File: config.mk
export PLATFORM = sky130hd
export DESIGN_NAME = xbus_gap_seq
export DESIGN_NICKNAME = d
export VERILOG_FILES = /design/src/rtl/xbus_gap_pkg.sv /design/src/rtl/xbus_gap_hist.sv /design/src/rtl/xbus_gap_rules.sv /design/src/rtl/xbus_gap_fsm.sv /design/src/rtl/xbus_gap_seq.sv
export SDC_FILE = /design/constraint.sdc
export NUM_CORES = 1
export LEC_CHECK = 0
export BUFFER_PORTS_ARGS = -buffer_cell sky130_fd_sc_hd__clkbuf_2
export CAP_MARGIN = 20
export CORE_ASPECT_RATIO = 0.5
export CORE_UTILIZATION = 36
export CTS_CLUSTER_SIZE = 40
export DETAILED_ROUTE_END_ITERATION = 10
export GPL_ROUTABILITY_DRIVEN = 1
export GPL_TIMING_DRIVEN = 0
export SYNTH_ARGS = -nofsm -noshare
export SYNTH_HDL_FRONTEND = slang
export SYNTH_SLANG_ARGS = --single-unit
File: constraint.sdc
create_clock -name clk -period 2.2 [get_ports clk]
set_input_delay 0.44 -clock clk [delete_from_list [all_inputs] [get_ports clk]]
set_output_delay 0.44 -clock clk [all_outputs]
set_load 0.05 [all_outputs]
File: src/rtl/xbus_gap_pkg.sv
package xbus_gap_pkg;

    typedef enum logic [2:0] {
        ST_IDLE,
        ST_GAP,
        ST_T1,
        ST_T2,
        ST_T3
    } bus_st_e;

endpackage

File: src/rtl/xbus_gap_hist.sv
// Remembers the kind and area of the most recently started bus cycle.
module xbus_gap_hist #(
    parameter int AREA_W = 3
) (
    input  logic              clk,
    input  logic              rst_n,
    input  logic              rec,
    input  logic              rec_wr,
    input  logic [AREA_W-1:0] rec_area,
    input  logic              forget,
    output logic              h_valid,
    output logic              h_wr,
    output logic [AREA_W-1:0] h_area
);

    always_ff @(posedge clk or negedge rst_n) begin
        if (!rst_n) begin
            h_valid <= 1'b0;
            h_wr    <= 1'b0;
            h_area  <= '0;
        end else if (rec) begin
            h_valid <= 1'b1;
            h_wr    <= rec_wr;
            h_area  <= rec_area;
        end else if (forget) begin
            h_valid <= 1'b0;
        end
    end

endmodule

File: src/rtl/xbus_gap_rules.sv
// Holds the two rule enables and decides whether a new cycle needs an idle state.
module xbus_gap_rules #(
    parameter int AREA_W = 3
) (
    input  logic              clk,
    input  logic              rst_n,
    input  logic              cfg_we,
    input  logic              cfg_rr_en,
    input  logic              cfg_wr_en,
    input  logic              h_valid,
    input  logic              h_wr,
    input  logic [AREA_W-1:0] h_area,
    input  logic              req_write,
    input  logic [AREA_W-1:0] req_area,
    output logic              need_gap
);

    logic rr_en_q;
    logic wr_en_q;
    logic after_read;
    logic hit_rr;
    logic hit_wr;

    always_ff @(posedge clk or negedge rst_n) begin
        if (!rst_n) begin
            rr_en_q <= 1'b1;
            wr_en_q <= 1'b1;
        end else if (cfg_we) begin
            rr_en_q <= cfg_rr_en;
            wr_en_q <= cfg_wr_en;
        end
    end

    always_comb begin
        after_read = h_valid && !h_wr;
        hit_rr     = rr_en_q && after_read && !req_write && (req_area != h_area);
        hit_wr     = wr_en_q && after_read && req_write;
        need_gap   = hit_rr || hit_wr;
    end

endmodule

File: src/rtl/xbus_gap_fsm.sv
// Bus state sequencer: two clocks per bus state, strobes decoded from state and phase.
module xbus_gap_fsm
    import xbus_gap_pkg::*;
#(
    parameter int N_AREAS = 8,
    parameter int AREA_W  = 3,
    parameter int ADDR_W  = 16,
    parameter int DATA_W  = 16
) (
    input  logic              clk,
    input  logic              rst_n,
    input  logic              req_valid,
    input  logic              req_write,
    input  logic [AREA_W-1:0] req_area,
    input  logic [ADDR_W-1:0] req_addr,
    input  logic [DATA_W-1:0] req_wdata,
    input  logic [N_AREAS-1:0] area_slow,
    input  logic              need_gap,
    input  logic [DATA_W-1:0] bus_rdata,
    output logic              req_ready,
    output logic              accept,
    output logic              forget,
    output logic [ADDR_W-1:0] bus_addr,
    output logic [DATA_W-1:0] bus_wdata,
    output logic              bus_rd,
    output logic              bus_wr,
    output logic              bus_oe,
    output logic              rsp_done,
    output logic [DATA_W-1:0] rsp_rdata,
    output bus_st_e           st,
    output logic              ph
);

    bus_st_e           st_q, st_d;
    logic              ph_q, ph_d;
    logic              cur_wr_q;
    logic              cur_slow_q;
    logic [ADDR_W-1:0] cur_addr_q;
    logic [DATA_W-1:0] cur_wdata_q;
    logic [ADDR_W-1:0] addr_q;
    logic [DATA_W-1:0] rdata_q;
    logic              done_q;
    logic              last_st;
    logic              cyc_end;
    bus_st_e           start_st;

    assign last_st   = (st_q == ST_T3) || (st_q == ST_T2 && !cur_slow_q);
    assign cyc_end   = last_st && ph_q;
    assign req_ready = (st_q == ST_IDLE) || cyc_end;
    assign accept    = req_valid && req_ready;
    assign forget    = (st_q == ST_IDLE) && ph_q && !req_valid;
    assign start_st  = need_gap ? ST_GAP : ST_T1;

    // next state
    always_comb begin
        st_d = st_q;
        ph_d = ~ph_q;
        unique case (st_q)
            ST_IDLE: begin
                if (accept) begin
                    st_d = start_st;
                    ph_d = 1'b0;
                end
            end
            ST_GAP:  if (ph_q) st_d = ST_T1;
            ST_T1:   if (ph_q) st_d = ST_T2;
            ST_T2:   if (ph_q) st_d = cur_slow_q ? ST_T3 : (accept ? start_st : ST_IDLE);
            ST_T3:   if (ph_q) st_d = accept ? start_st : ST_IDLE;
            default: st_d = ST_IDLE;
        endcase
    end

    // state register and datapath
    always_ff @(posedge clk or negedge rst_n) begin
        if (!rst_n) begin
            st_q        <= ST_IDLE;
            ph_q        <= 1'b0;
            cur_wr_q    <= 1'b0;
            cur_slow_q  <= 1'b0;
            cur_addr_q  <= '0;
            cur_wdata_q <= '0;
            addr_q      <= '0;
            rdata_q     <= '0;
            done_q      <= 1'b0;
        end else begin
            st_q   <= st_d;
            ph_q   <= ph_d;
            done_q <= cyc_end;
            if (accept) begin
                cur_wr_q    <= req_write;
                cur_slow_q  <= area_slow[req_area];
                cur_addr_q  <= req_addr;
                cur_wdata_q <= req_wdata;
            end
            if (st_d == ST_T1 && st_q != ST_T1) begin
                addr_q <= accept ? req_addr : cur_addr_q;
            end
            if (cyc_end && !cur_wr_q) begin
                rdata_q <= bus_rdata;
            end
        end
    end

    // outputs
    always_comb begin
        bus_rd = 1'b0;
        bus_wr = 1'b0;
        bus_oe = 1'b0;
        unique case (st_q)
            ST_T1: begin
                bus_rd = !cur_wr_q && ph_q;
                bus_wr = cur_wr_q && ph_q;
                bus_oe = cur_wr_q;
            end
            ST_T2: begin
                bus_rd = !cur_wr_q;
                bus_wr = cur_wr_q && (cur_slow_q || !ph_q);
                bus_oe = cur_wr_q;
            end
            ST_T3: begin
                bus_rd = !cur_wr_q;
                bus_wr = cur_wr_q && !ph_q;
                bus_oe = cur_wr_q;
            end
            ST_IDLE, ST_GAP: begin
                bus_rd = 1'b0;
            end
            default: bus_rd = 1'b0;
        endcase
    end

    assign bus_addr  = addr_q;
    assign bus_wdata = cur_wdata_q;
    assign rsp_done  = done_q;
    assign rsp_rdata = rdata_q;
    assign st        = st_q;
    assign ph        = ph_q;

endmodule

File: src/rtl/xbus_gap_seq.sv
module xbus_gap_seq
    import xbus_gap_pkg::*;
#(
    parameter int N_AREAS = 8,
    parameter int ADDR_W  = 16,
    parameter int DATA_W  = 16,
    localparam int AREA_W = (N_AREAS > 1) ? $clog2(N_AREAS) : 1
) (
    input  logic               clk,
    input  logic               rst_n,
    input  logic               cfg_we,
    input  logic               cfg_rr_en,
    input  logic               cfg_wr_en,
    input  logic [N_AREAS-1:0] area_slow,
    input  logic               req_valid,
    output logic               req_ready,
    input  logic               req_write,
    input  logic [AREA_W-1:0]  req_area,
    input  logic [ADDR_W-1:0]  req_addr,
    input  logic [DATA_W-1:0]  req_wdata,
    output logic               rsp_done,
    output logic [DATA_W-1:0]  rsp_rdata,
    output logic [ADDR_W-1:0]  bus_addr,
    output logic               bus_rd,
    output logic               bus_wr,
    output logic               bus_oe,
    output logic [DATA_W-1:0]  bus_wdata,
    input  logic [DATA_W-1:0]  bus_rdata
);

    logic              accept;
    logic              forget;
    logic              need_gap;
    logic              h_valid;
    logic              h_wr;
    logic [AREA_W-1:0] h_area;
    bus_st_e           fsm_st;
    logic              fsm_ph;

    xbus_gap_hist #(.AREA_W(AREA_W)) hist_i (
        .clk      (clk),
        .rst_n    (rst_n),
        .rec      (accept),
        .rec_wr   (req_write),
        .rec_area (req_area),
        .forget   (forget),
        .h_valid  (h_valid),
        .h_wr     (h_wr),
        .h_area   (h_area)
    );

    xbus_gap_rules #(.AREA_W(AREA_W)) rules_i (
        .clk       (clk),
        .rst_n     (rst_n),
        .cfg_we    (cfg_we),
        .cfg_rr_en (cfg_rr_en),
        .cfg_wr_en (cfg_wr_en),
        .h_valid   (h_valid),
        .h_wr      (h_wr),
        .h_area    (h_area),
        .req_write (req_write),
        .req_area  (req_area),
        .need_gap  (need_gap)
    );

    xbus_gap_fsm #(
        .N_AREAS (N_AREAS),
        .AREA_W  (AREA_W),
        .ADDR_W  (ADDR_W),
        .DATA_W  (DATA_W)
    ) fsm_i (
        .clk       (clk),
        .rst_n     (rst_n),
        .req_valid (req_valid),
        .req_write (req_write),
        .req_area  (req_area),
        .req_addr  (req_addr),
        .req_wdata (req_wdata),
        .area_slow (area_slow),
        .need_gap  (need_gap),
        .bus_rdata (bus_rdata),
        .req_ready (req_ready),
        .accept    (accept),
        .forget    (forget),
        .bus_addr  (bus_addr),
        .bus_wdata (bus_wdata),
        .bus_rd    (bus_rd),
        .bus_wr    (bus_wr),
        .bus_oe    (bus_oe),
        .rsp_done  (rsp_done),
        .rsp_rdata (rsp_rdata),
        .st        (fsm_st),
        .ph        (fsm_ph)
    );

endmodule

* Word level (Yosys, flattened, before mapping)
Index checks and enable logic that the tools add are counted.
Storage, ports and cells: register bits after elaboration 77, input bits 66, output and inout bits 53, word-level logic and storage cells 71
Operators by class: $lt $le $gt $ge 1, equal/unequal tests 7, multiplexer cells 19, bitwise gates (word level) 1, reductions and logical operators 30
Operators by type and width (count):
- two-way mux 3 bit | 7
- logical AND 1 bit | 17
- two-way mux 16 bit | 1
- case mux 3 bit (5 select lines) | 1
- == test 3 x 2 -> 1 bit, second input constant | 3
- two-way mux 1 bit | 6
- zero test 1 bit | 5
- logical OR 1 bit | 4
- < comparator 3 x 4 -> 1 bit, second input constant | 1
- binary-select mux 1 bit (select 3 bit) | 1
- == test 3 x 1 -> 1 bit, second input constant | 1
- == test 3 bit, second input constant | 1
- zero test 3 bit | 1
- != test 3 x 2 -> 1 bit, second input constant | 1
- != test 3 bit | 1
- case mux 1 bit (3 select lines) | 1
- OR reduction 3 bit | 1
- two-way mux 2 bit | 1
- case mux 1 bit (2 select lines) | 1
- nonzero test 2 bit | 1
- OR reduction 2 bit | 1
- NOT 1 bit | 1

* Depth between registers and ports, before layout
Gate-level depths: netlist of run 1.
depth in word-level cells 13, gate-level depth with buffers 8, depth with buffers taken out 5

* Modules after synthesis
Synthesis of run 1 repeated with hierarchy kept, for this count alone.
Unflattened totals: cells, all modules 224, area, all modules 3337.0 um2
By module, submodules not included:
- xbus_gap_fsm | instances 1, cells an instance 201, area an instance 3025.4 um2, sequential area each 1776.7 um2
- xbus_gap_hist | instances 1, cells an instance 11, area an instance 182.7 um2, sequential area each 125.1 um2
- xbus_gap_rules | instances 1, cells an instance 12, area an instance 128.9 um2, sequential area each 52.6 um2

* Least setup slack after synthesis of run 1
No wires, ideal clock.
path kind register to output, start point reg fsm_i.st_q[2], in the netlist fsm_i.st[2], end point out bus_oe, data arrival time 1.919 ns, data required time 1.760 ns, path slack -0.159 ns, stages on the path, launching flop included 4, buffers on the path 1, cell sequence dfrtp_1 buf_4 or2b_1 a21boi_0
Between the ends: longest elaborated chain between the ends 3, elaborated cells between the ends (all ways) 5, those cells by class eq/ne (3); mux (1); reduce/logical (1)
Ends and longest elaborated chain:
- start: declaration | line xbus_gap_fsm.sv:34 | bus_st_e st_q, st_d;
- start signal: assignment | line xbus_gap_fsm.sv:86 | st_q <= st_d;
- == test 3 x 2 -> 1 bit / == test 3 bit (equally long branches) | line xbus_gap_fsm.sv:109 | unique case (st_q)
- OR reduction 3 bit (no line) *
- two-way mux 1 bit * | line xbus_gap_fsm.sv:109
- end: declaration | line xbus_gap_seq.sv:26 | output logic bus_oe,
Mark *: on every way between the ends. The rest lies on a longest branch, timed or not.

* Worst setup path after layout of run 1
start point reg fsm_i.st_q[2], in the netlist fsm_i.st[2], end point out bus_wr
Between the ends: longest elaborated chain between the ends 2, elaborated cells between the ends (all ways) 4, those cells by class eq/ne (3); mux (1)
Ends and longest elaborated chain:
- == test 3 bit / == test 3 x 2 -> 1 bit (equally long branches) | line xbus_gap_fsm.sv:109
- case mux 1 bit (3 select lines) * | line xbus_gap_fsm.sv:109
- end: declaration | line xbus_gap_seq.sv:25 | output logic bus_wr,
Marked as above.

==> insert_results.sql, run 1 <==
INSERT INTO impl_metrics (metric_group, metric, value, unit) VALUES
('synth', 'synth.avg_cell_area', '13.3', 'sq um'),
('hold_path', 'hold_path.startpoint', 'req_wdata[15]', ''),
('synth', 'syn-num-nets', '313', ''),
('worst_setup_path', 'r2r.worst_path.cells', '7', ''),
('global_routing', 'globalRouteTotalUtil', '0.169', ''),
('floorplanning', 'core_region_area', '8770', 'sq um'),
('hold_path', 'min_to', 'fsm_i.bus_wdata[15]', ''),
('timing', 'report.final.setup_viol', '0', ''),
('global_routing', 'grt_start_max_net_pins', '63', ''),
('clock_tree', 'tritoncts_clock_tree', 'done', ''),
('status', 'run_status', 'finished clean', ''),
('clock_tree', 'max-clock-path-buffers', '2', ''),
('cells_and_area', 'final_cell_area', '4470', 'sq um'),
('timing', 'final.min_clock_period', '2.14', 'ns'),
('synth', 'synth_top_area_share', '0.573', ''),
('worst_setup_path', 'timing.rr.end', 'fsm_i.bus_addr[11]', ''),
('clock_tree', 'tritoncts.num_buffers', '9', ''),
('clock_tree', 'ctsHtreeMaxLevel', '3', ''),
('synth', 'synth_top_family_by_area', 'multiplexers', ''),
('route', 'dr.pass1.iters', '4', ''),
('timing', 'slew_violations', '0', ''),
('clock_tree', 'clock_pin_transition_on_the_worst_setup_and_hold_timing_paths', '0.06', 'ns'),
('placed_design', 'hpwl', '5.33', 'mm'),
('synth', 'synth_area_leader_cell', 'sky130_fd_sc_hd__dfrtp_1', ''),
('global_routing', 'number_of_antenna_violations_at_the_first_check_in_global_routing', '0', ''),
('global_routing', 'wire_length_of_the_first_global_routing_pass', '12.0', 'mm'),
('timing', 'worst_slew_pin_slew', '0.463', 'ns'),
('pwr', 'cellPowerDensity', '1920', 'nW/um^2'),
('worst_setup_path', 'cp_data_required_time', '1.76', 'ns'),
('worst_setup_path', 'crit_path_cell_trace', 'buf_6 > or2b_1 > o21bai_1 > o21ai_1 > and2_4 > buf_8', ''),
('worst_setup_path', 'r2r_start', 'hist_i.h_area[2]', ''),
('synth', 'postSynthCellCount', '247', ''),
('placed_design', 'dp_cells', '483', ''),
('floorplanning', 'dieWidth', '137', 'microns'),
('cells_and_area', 'final_util', '0.509', ''),
('timing', 'final-hold-violation-count', '0', ''),
('synth', 'synthMostInstantiatedCell', 'sky130_fd_sc_hd__dfrtp_1', ''),
('cells_and_area', 'fillCellCount', '793', ''),
('placed_design', 'dpl_worst_slack', '-0.338', 'ns'),
('synth', 'ys_types', '39', ''),
('route', 'detail-route-antenna-nets', '0', ''),
('worst_setup_path', 'cpLargestDelayFamily', 'simple AND/OR/NAND/NOR gates', ''),
('synth', 'synth_edf_count', '0', ''),
('worst_setup_path', 'worst_path_largest_cell_delay', '0.39', 'ns'),
('worst_setup_path', 'timing.reg2reg.setup_slack', '0.09', 'ns'),
('clock_tree', 'cts.root.buffer_cell', 'sky130_fd_sc_hd__clkbuf_16', ''),
('cells_and_area', 'fraction_of_layout_cells_with_a_size_suffix_above_1', '0.563', ''),
('floorplanning', 'floorplan.die.height', '69.5', 'microns'),
('synth', 'simple_logic_cell_fraction_of_the_synthesized_area', '0.125', ''),
('synth', 'seq_area_frac_synth', '0.589', ''),
('worst_setup_path', 'critical_path.n_buffers_inverters', '2', ''),
('clock_tree', 'clock_sink_count', '77', ''),
('synth', 'ys_top_cells_by_area', 'sky130_fd_sc_hd__dfrtp_1 57%, sky130_fd_sc_hd__mux2_2 19%, sky130_fd_sc_hd__nand2_1 6.1%', ''),
('cells_and_area', 'instances_no_fill', '504', ''),
('floorplanning', 'floorplan.rows', '24', ''),
('synth', 'synth-compound-area-share', '0.0431', ''),
('route', 'drt_wl_total', '7.22', 'mm'),
('hold_path', 'min-delay-path-class', 'in -> reg', ''),
('timing', 'clock_skew', '0.00606', 'ns'),
('floorplanning', 'floorplan_die_area', '9510', 'sq um'),
('route', 'number_of_vias_after_detailed_routing', '2322', ''),
('worst_setup_path', 'critical_path.startpoint_type', 'flop', ''),
('placed_design', 'gpl.final_weighted_congestion', '0.764', ''),
('timing', 'max-slew-margin-rel', '0.691', ''),
('synth', 'synth.mux.area_fraction', '0.212', ''),
('cells_and_area', 'antenna_cells', '0', ''),
('timing', 'worst_case_setup_margin_in_the_final_layout', '0.0586', 'ns'),
('global_routing', 'global_route.overflow_total', '0', ''),
('worst_setup_path', 'end_kind', 'output pin', ''),
('synth', 'yosys-top-cells-count', '75 x sky130_fd_sc_hd__dfrtp_1, 54 x sky130_fd_sc_hd__mux2_2, 53 x sky130_fd_sc_hd__nand2_1, 5 x sky130_fd_sc_hd__buf_2', ''),
('placed_design', 'dpl_cell_area', '4050', 'sq um');
==> how the worst max path moves through the flow <==
stage | cells past startpoint | slack (ns) | startpoint | end
6_report | 6 | 0.06 | fsm_i.st[2] | bus_wr
5_1_grt | 5 | -0.04 | fsm_i.st[0] | bus_oe
4_1_cts | 6 | 0.02 | fsm_i.st[2] | bus_wr
3_5_place_dp | 7 | -0.34 | req_area[2] | fsm_i.bus_addr[11]
3_3_place_gp | 7 | -0.29 | req_area[2] | fsm_i.bus_addr[13]
2_1_floorplan | 6 | 0.02 | fsm_i.st[2] | fsm_i.bus_addr[15]
==> worst reg2reg max path: stages, from the launching register on <==
cell,delay [ns]
sky130_fd_sc_hd__dfrtp_1,0.38
sky130_fd_sc_hd__xor2_1,0.19
sky130_fd_sc_hd__nor4_4,0.38
sky130_fd_sc_hd__o21ba_2,0.21
sky130_fd_sc_hd__nor4b_4,0.21
sky130_fd_sc_hd__buf_4,0.18
sky130_fd_sc_hd__buf_6,0.12
sky130_fd_sc_hd__mux2_2,0.33
==> metrics by stage <==
| stage | setup TNS, ns | hold WS [ns] | power, uW |
|---|---|---|---|
| after floorplan | 0 | 0.144 | 5820 |
| after global placement | -3.51 | 0.461 | 6690 |
| after detailed placement | -4.07 | 0.354 | 6820 |
| after CTS | 0 | 0.282 | 8530 |
| after global routing | -0.0948 | 0.287 | 9060 |
| final | 0 | 0.294 | 8570 |
==> state kept, by name (all words and copies together), names as in the netlist <==
| register | count |
|---|---|
| fsm_i.ph | 1 |
| hist_i.h_area | 3 |
| fsm_i.cur_addr_q | 16 |
| hist_i.h_wr | 1 |
| hist_i.h_valid | 1 |
| rules_i.wr_en_q | 1 |
| fsm_i.bus_wdata | 16 |
| fsm_i.bus_addr | 16 |
| fsm_i.rsp_done | 1 |
| fsm_i.st | 3 |
| rules_i.rr_en_q | 1 |
| fsm_i.cur_slow_q | 1 |
| fsm_i.rsp_rdata | 16 |
==> cell type report <==
| type | instances | area (sq um) | share of cell area |
|---|---|---|---|
| Sequential cell | 77 | 1930 | 0.432 |
| Buffer | 11 | 71.3 | 0.0160 |
| Clock buffer | 11 | 253 | 0.0566 |
| Multi-Input combinational cell | 157 | 1300 | 0.291 |
| Tap cell | 117 | 146 | 0.0328 |
| Timing Repair Buffer | 124 | 677 | 0.152 |
| Inverter | 2 | 7.51 | 0.00168 |
| Clock inverter | 5 | 81.3 | 0.0182 |
==> repair_timing <==
| item | CTS | global route |
|---|---|---|
| cloned | 0 | 1 |
| hold endpoints to repair | 15 | 0 |
| gates resized for setup | 4 | 13 |
| setup endpoints to repair | 12 | 29 |
| pin swaps | 1 | 1 |
| hold buffers | 1 | 0 |
| setup buffers | 2 | 1 |
==> routing by layer <==
| layer | routed length (microns) | global-route usage | vias up |
|---|---|---|---|
| met1 | 2930 | 0.189 | 1148 |
| met5 | 0 | 0 | - |
| met3 | 334 | 0.0651 | 10 |
| met2 | 3850 | 0.295 | 43 |
| li1 | - | - | 1121 |
| met4 | 103 | 0.0525 | 0 |
==> cells in the final DEF (no fill, tap or decap), types with 3 or more instances in the layout <==
master / count
sky130_fd_sc_hd__a21oi_1: 3
sky130_fd_sc_hd__buf_2: 5
sky130_fd_sc_hd__buf_4: 3
sky130_fd_sc_hd__buf_6: 4
sky130_fd_sc_hd__clkbuf_16: 9
sky130_fd_sc_hd__clkbuf_2: 116
sky130_fd_sc_hd__dfrtp_1: 74
sky130_fd_sc_hd__mux2_2: 54
sky130_fd_sc_hd__nand2_1: 53
sky130_fd_sc_hd__nand2b_1: 3
sky130_fd_sc_hd__nand3b_1: 3
sky130_fd_sc_hd__nor2_1: 3
sky130_fd_sc_hd__o21ai_0: 3
sky130_fd_sc_hd__xor2_1: 3
==> cells by family after synthesis <==
kind of cell,Yosys count
DFF,77
and+or+nand+nor,77
muxes,59
AOI/OAI and AO/OA,18
buffers and inverters,13
xor gates and xnor gates,3
==> where the power goes <==
| part | internal (uW) | total (uW) | switching (uW) |
|---|---|---|---|
| sequential | 2120 | 2480 | 351 |
| combinational | 1560 | 4480 | 2920 |
| clock | 1060 | 1610 | 556 |
| total | 4740 | 8570 | 3830 |
(Power assumes the default switching activity.)
==> run 2, diff against run 1 <==
- CORE_MARGIN: not set -> 2
- REMOVE_ABC_BUFFERS: not set -> 1
==> insert_results.sql, run 2 (synthesized netlist as in run 1, its figures left out) <==
INSERT INTO impl_metrics (metric_group, metric, value, unit) VALUES
('worst_setup_path', 'critical_path.startpoint_type', 'flop', ''),
('timing', 'final-hold-violation-count', '0', ''),
('clock_tree', 'max-clock-path-buffers', '2', ''),
('timing', 'final.min_clock_period', '2.17', 'ns'),
('pwr', 'comb_power_share', '0.516', ''),
('cells_and_area', 'fraction_of_layout_cells_with_a_size_suffix_above_1', '0.557', ''),
('timing', 'slew_violations', '0', ''),
('cells_and_area', 'syn_to_final_growth', '33.9', '%'),
('floorplanning', 'floorplan_die_area', '9930', 'sq um'),
('global_routing', 'global_route.overflow_total', '0', ''),
('pwr', 'design_internal_power', '4610', 'uW'),
('floorplanning', 'core_region_area', '8770', 'sq um'),
('floorplanning', 'floorplan.die.height', '71.5', 'microns'),
('floorplanning', 'top_level_ports', '119', ''),
('route', 'number_of_vias_after_detailed_routing', '2303', ''),
('cells_and_area', 'layout_commonest_cell', 'sky130_fd_sc_hd__clkbuf_2', ''),
('global_routing', 'number_of_antenna_violations_at_the_first_check_in_global_routing', '0', ''),
('timing', 'timing.final.crit_share', '0.988', ''),
('clock_tree', 'cts.root.buffer_cell', 'sky130_fd_sc_hd__clkbuf_16', ''),
('pwr', 'power', '8350', 'uW'),
('placed_design', 'dp_cells', '472', ''),
('worst_setup_path', 'timing.critical_path.fanout_max', '16', ''),
('floorplanning', 'initial_utilization', '0.374', ''),
('worst_setup_path', 'worst_path_largest_cell_delay', '0.44', 'ns'),
('pwr', 'cellPowerDensity', '1900', 'nW/um^2'),
('clock_tree', 'clock_sink_count', '77', ''),
('timing', 'clock_skew', '0.00540', 'ns'),
('placed_design', 'port-buffer-count', '118', ''),
('clock_tree', 'tritoncts_clock_tree', 'done', ''),
('placed_design', 'gpl.final_weighted_congestion', '0.795', ''),
('timing', 'max-slew-margin-rel', '0.667', ''),
('floorplanning', 'dieWidth', '139', 'microns'),
('worst_setup_path', 'cpMaxStageDelayCell', 'sky130_fd_sc_hd__nor4b_1', ''),
('timing', 'report.final.setup_viol', '0', ''),
('route', 'drt_wl_total', '6.93', 'mm'),
('cells_and_area', 'final_util', '0.500', ''),
('global_routing', 'grt_start_max_net_pins', '60', ''),
('cells_and_area', 'multi_input_logic_area', '1290', 'sq um'),
('pwr', 'clock_power_share', '0.182', ''),
('clock_tree', 'ctsHtreeMaxLevel', '3', ''),
('route', 'detail-route-antenna-nets', '0', ''),
('cells_and_area', 'fillCellCount', '802', ''),
('worst_setup_path', 'end_kind', 'flop', ''),
('clock_tree', 'clk-insertion-delay-late', '0.32', 'ns'),
('pwr', 'p_switching', '3740', 'uW'),
('worst_setup_path', 'critical_path.n_buffers_inverters', '2', ''),
('route', 'dr.pass1.iters', '4', ''),
('pwr', 'vdd_ir_max', '804', 'uV'),
('pwr', 'power_switching_share', '0.448', ''),
('status', 'run_status', 'finished clean', ''),
('pwr', 'p_leak', '0.00217', 'uW'),
('route', 'detail_route.drc_violations', '0', ''),
('hold_path', 'min-delay-path-class', 'in -> async', ''),
('worst_setup_path', 'worst-endpoint-arrival', '2.37', 'ns'),
('worst_setup_path', 'cpLargestDelayFamily', 'simple AND/OR/NAND/NOR gates', ''),
('pwr', 'seq_power_share', '0.302', ''),
('floorplanning', 'floorplan.rows', '24', ''),
('global_routing', 'wire_length_of_the_first_global_routing_pass', '11.7', 'mm'),
('placed_design', 'hpwl', '5.07', 'mm'),
('worst_setup_path', 'cp_data_required_time', '2.40', 'ns'),
('route', 'drt_iter0_markers', '115', ''),
('cells_and_area', 'antenna_cells', '0', ''),
('cells_and_area', 'instances_no_fill', '496', ''),
('route', 'post_drt_wl_per_cell', '14.0', 'microns'),
('timing', 'worst_slew_pin_slew', '0.493', 'ns'),
('clock_tree', 'clock_pin_transition_on_the_worst_setup_and_hold_timing_paths', '0.06', 'ns'),
('worst_setup_path', 'crit_path_cell_trace', 'buf_4 > nor4b_1 > nand4b_1 > o21ba_2 > nor4b_4 > buf_12 > mux2_4', ''),
('cells_and_area', 'finish.net_count', '440', ''),
('cells_and_area', 'layout.area.seq', '1930', 'sq um'),
('clock_tree', 'hold_buffers', '0', ''),
('clock_tree', 'tritoncts.num_buffers', '9', ''),
('timing', 'max_freq', '460', 'MHz'),
('route', 'vias_per_cell', '4.64', ''),
('global_routing', 'first_global_vias', '2446', ''),
('cells_and_area', 'layout.cells.most_common_list', '115 x sky130_fd_sc_hd__clkbuf_2, 71 x sky130_fd_sc_hd__dfrtp_1, 54 x sky130_fd_sc_hd__mux2_2', ''),
('run', 'cap_viol_max_count', '0', ''),
('global_routing', 'globalRouteTotalUtil', '0.147', ''),
('worst_setup_path', 'timing_worst_setup_path_type', 'reg -> reg', '');
## run 2: changes by cell type in the layout (fill, tap and decap cells not counted), moves of 2 or more
cell and delta:
sky130_fd_sc_hd__buf_2 -5, sky130_fd_sc_hd__buf_4 +4, sky130_fd_sc_hd__buf_6 -4, sky130_fd_sc_hd__clkinv_2 +2, sky130_fd_sc_hd__dfrtp_1 -3, sky130_fd_sc_hd__dfrtp_2 +3
## run 2: worst register-to-register path, stage by stage, from the launching register on
cell and delay [ns]:
sky130_fd_sc_hd__dfrtp_2 0.42, sky130_fd_sc_hd__buf_4 0.17, sky130_fd_sc_hd__nor4b_1 0.44, sky130_fd_sc_hd__nand4b_1 0.18
sky130_fd_sc_hd__o21ba_2 0.24, sky130_fd_sc_hd__nor4b_4 0.14, sky130_fd_sc_hd__buf_12 0.18, sky130_fd_sc_hd__mux2_4 0.31
## run 2: what timing repair did
item,in CTS,in global routing
endpoints found under the setup margin,39,21
pin swaps,1,2
gates resized for setup,9,1
setup buffers,3,5
endpoints found under the hold margin,0,0
## run 2: cell type report
cell class	instances	area share
clock buffers	11	0.0531
clock inverters	5	0.0171
inverters	2	0.00171
multi-input cells	157	0.293
flip-flops and latches	77	0.441
well taps	117	0.0334
repair buffers	127	0.161
## run 2: power groups by stage
stage / registers (uW) / logic [uW] / clock network (uW)
after global placement: 2500 / 4050 / 0
after floorplan: 4030 / 1680 / 0
after detailed placement: 2550 / 4150 / 0
after global routing: 2620 / 4570 / 1640
after CTS: 2530 / 4290 / 1560
final: 2520 / 4310 / 1520
## run 2: stage by stage
step	hold slack [ns]	instance area (sq um)	setup TNS, ns	setup slack [ns]
finish	0.0211	4390	0	0.0271
floorplan	0.144	3210	-3.40	-0.179
global route	0.0300	4390	-1.17	-0.102
CTS	0.0178	4350	0	0.0210
global placement	0.462	3950	-8.89	-0.542
detailed placement	0.373	3980	-10.09	-0.606
## run 2: path summary, 6_finish.rpt
path	from	end	slack, ns	cells past startpoint
setup / recovery	fsm_i.st[2]	fsm_i.bus_addr[15]	0.03	7
hold / removal	rst_n	fsm_i.cur_addr_q[4]	0.02	1
setup reg to reg	fsm_i.st[2]	fsm_i.bus_addr[15]	0.03	7
hold reg to reg	fsm_i.bus_wdata[5]	fsm_i.bus_wdata[5]	0.47	2
max in group asynchronous	rst_n	rules_i.wr_en_q	1.57	2
min in group clk	req_wdata[5]	fsm_i.bus_wdata[5]	0.31	3
## run 2: metal layers
layer	up-vias	track usage	routed length, microns
li1	1108	-	-
met2	44	0.282	3850
met3	4	0.0374	246
met5	-	0	0
met4	0	0.0404	57
met1	1147	0.166	2780
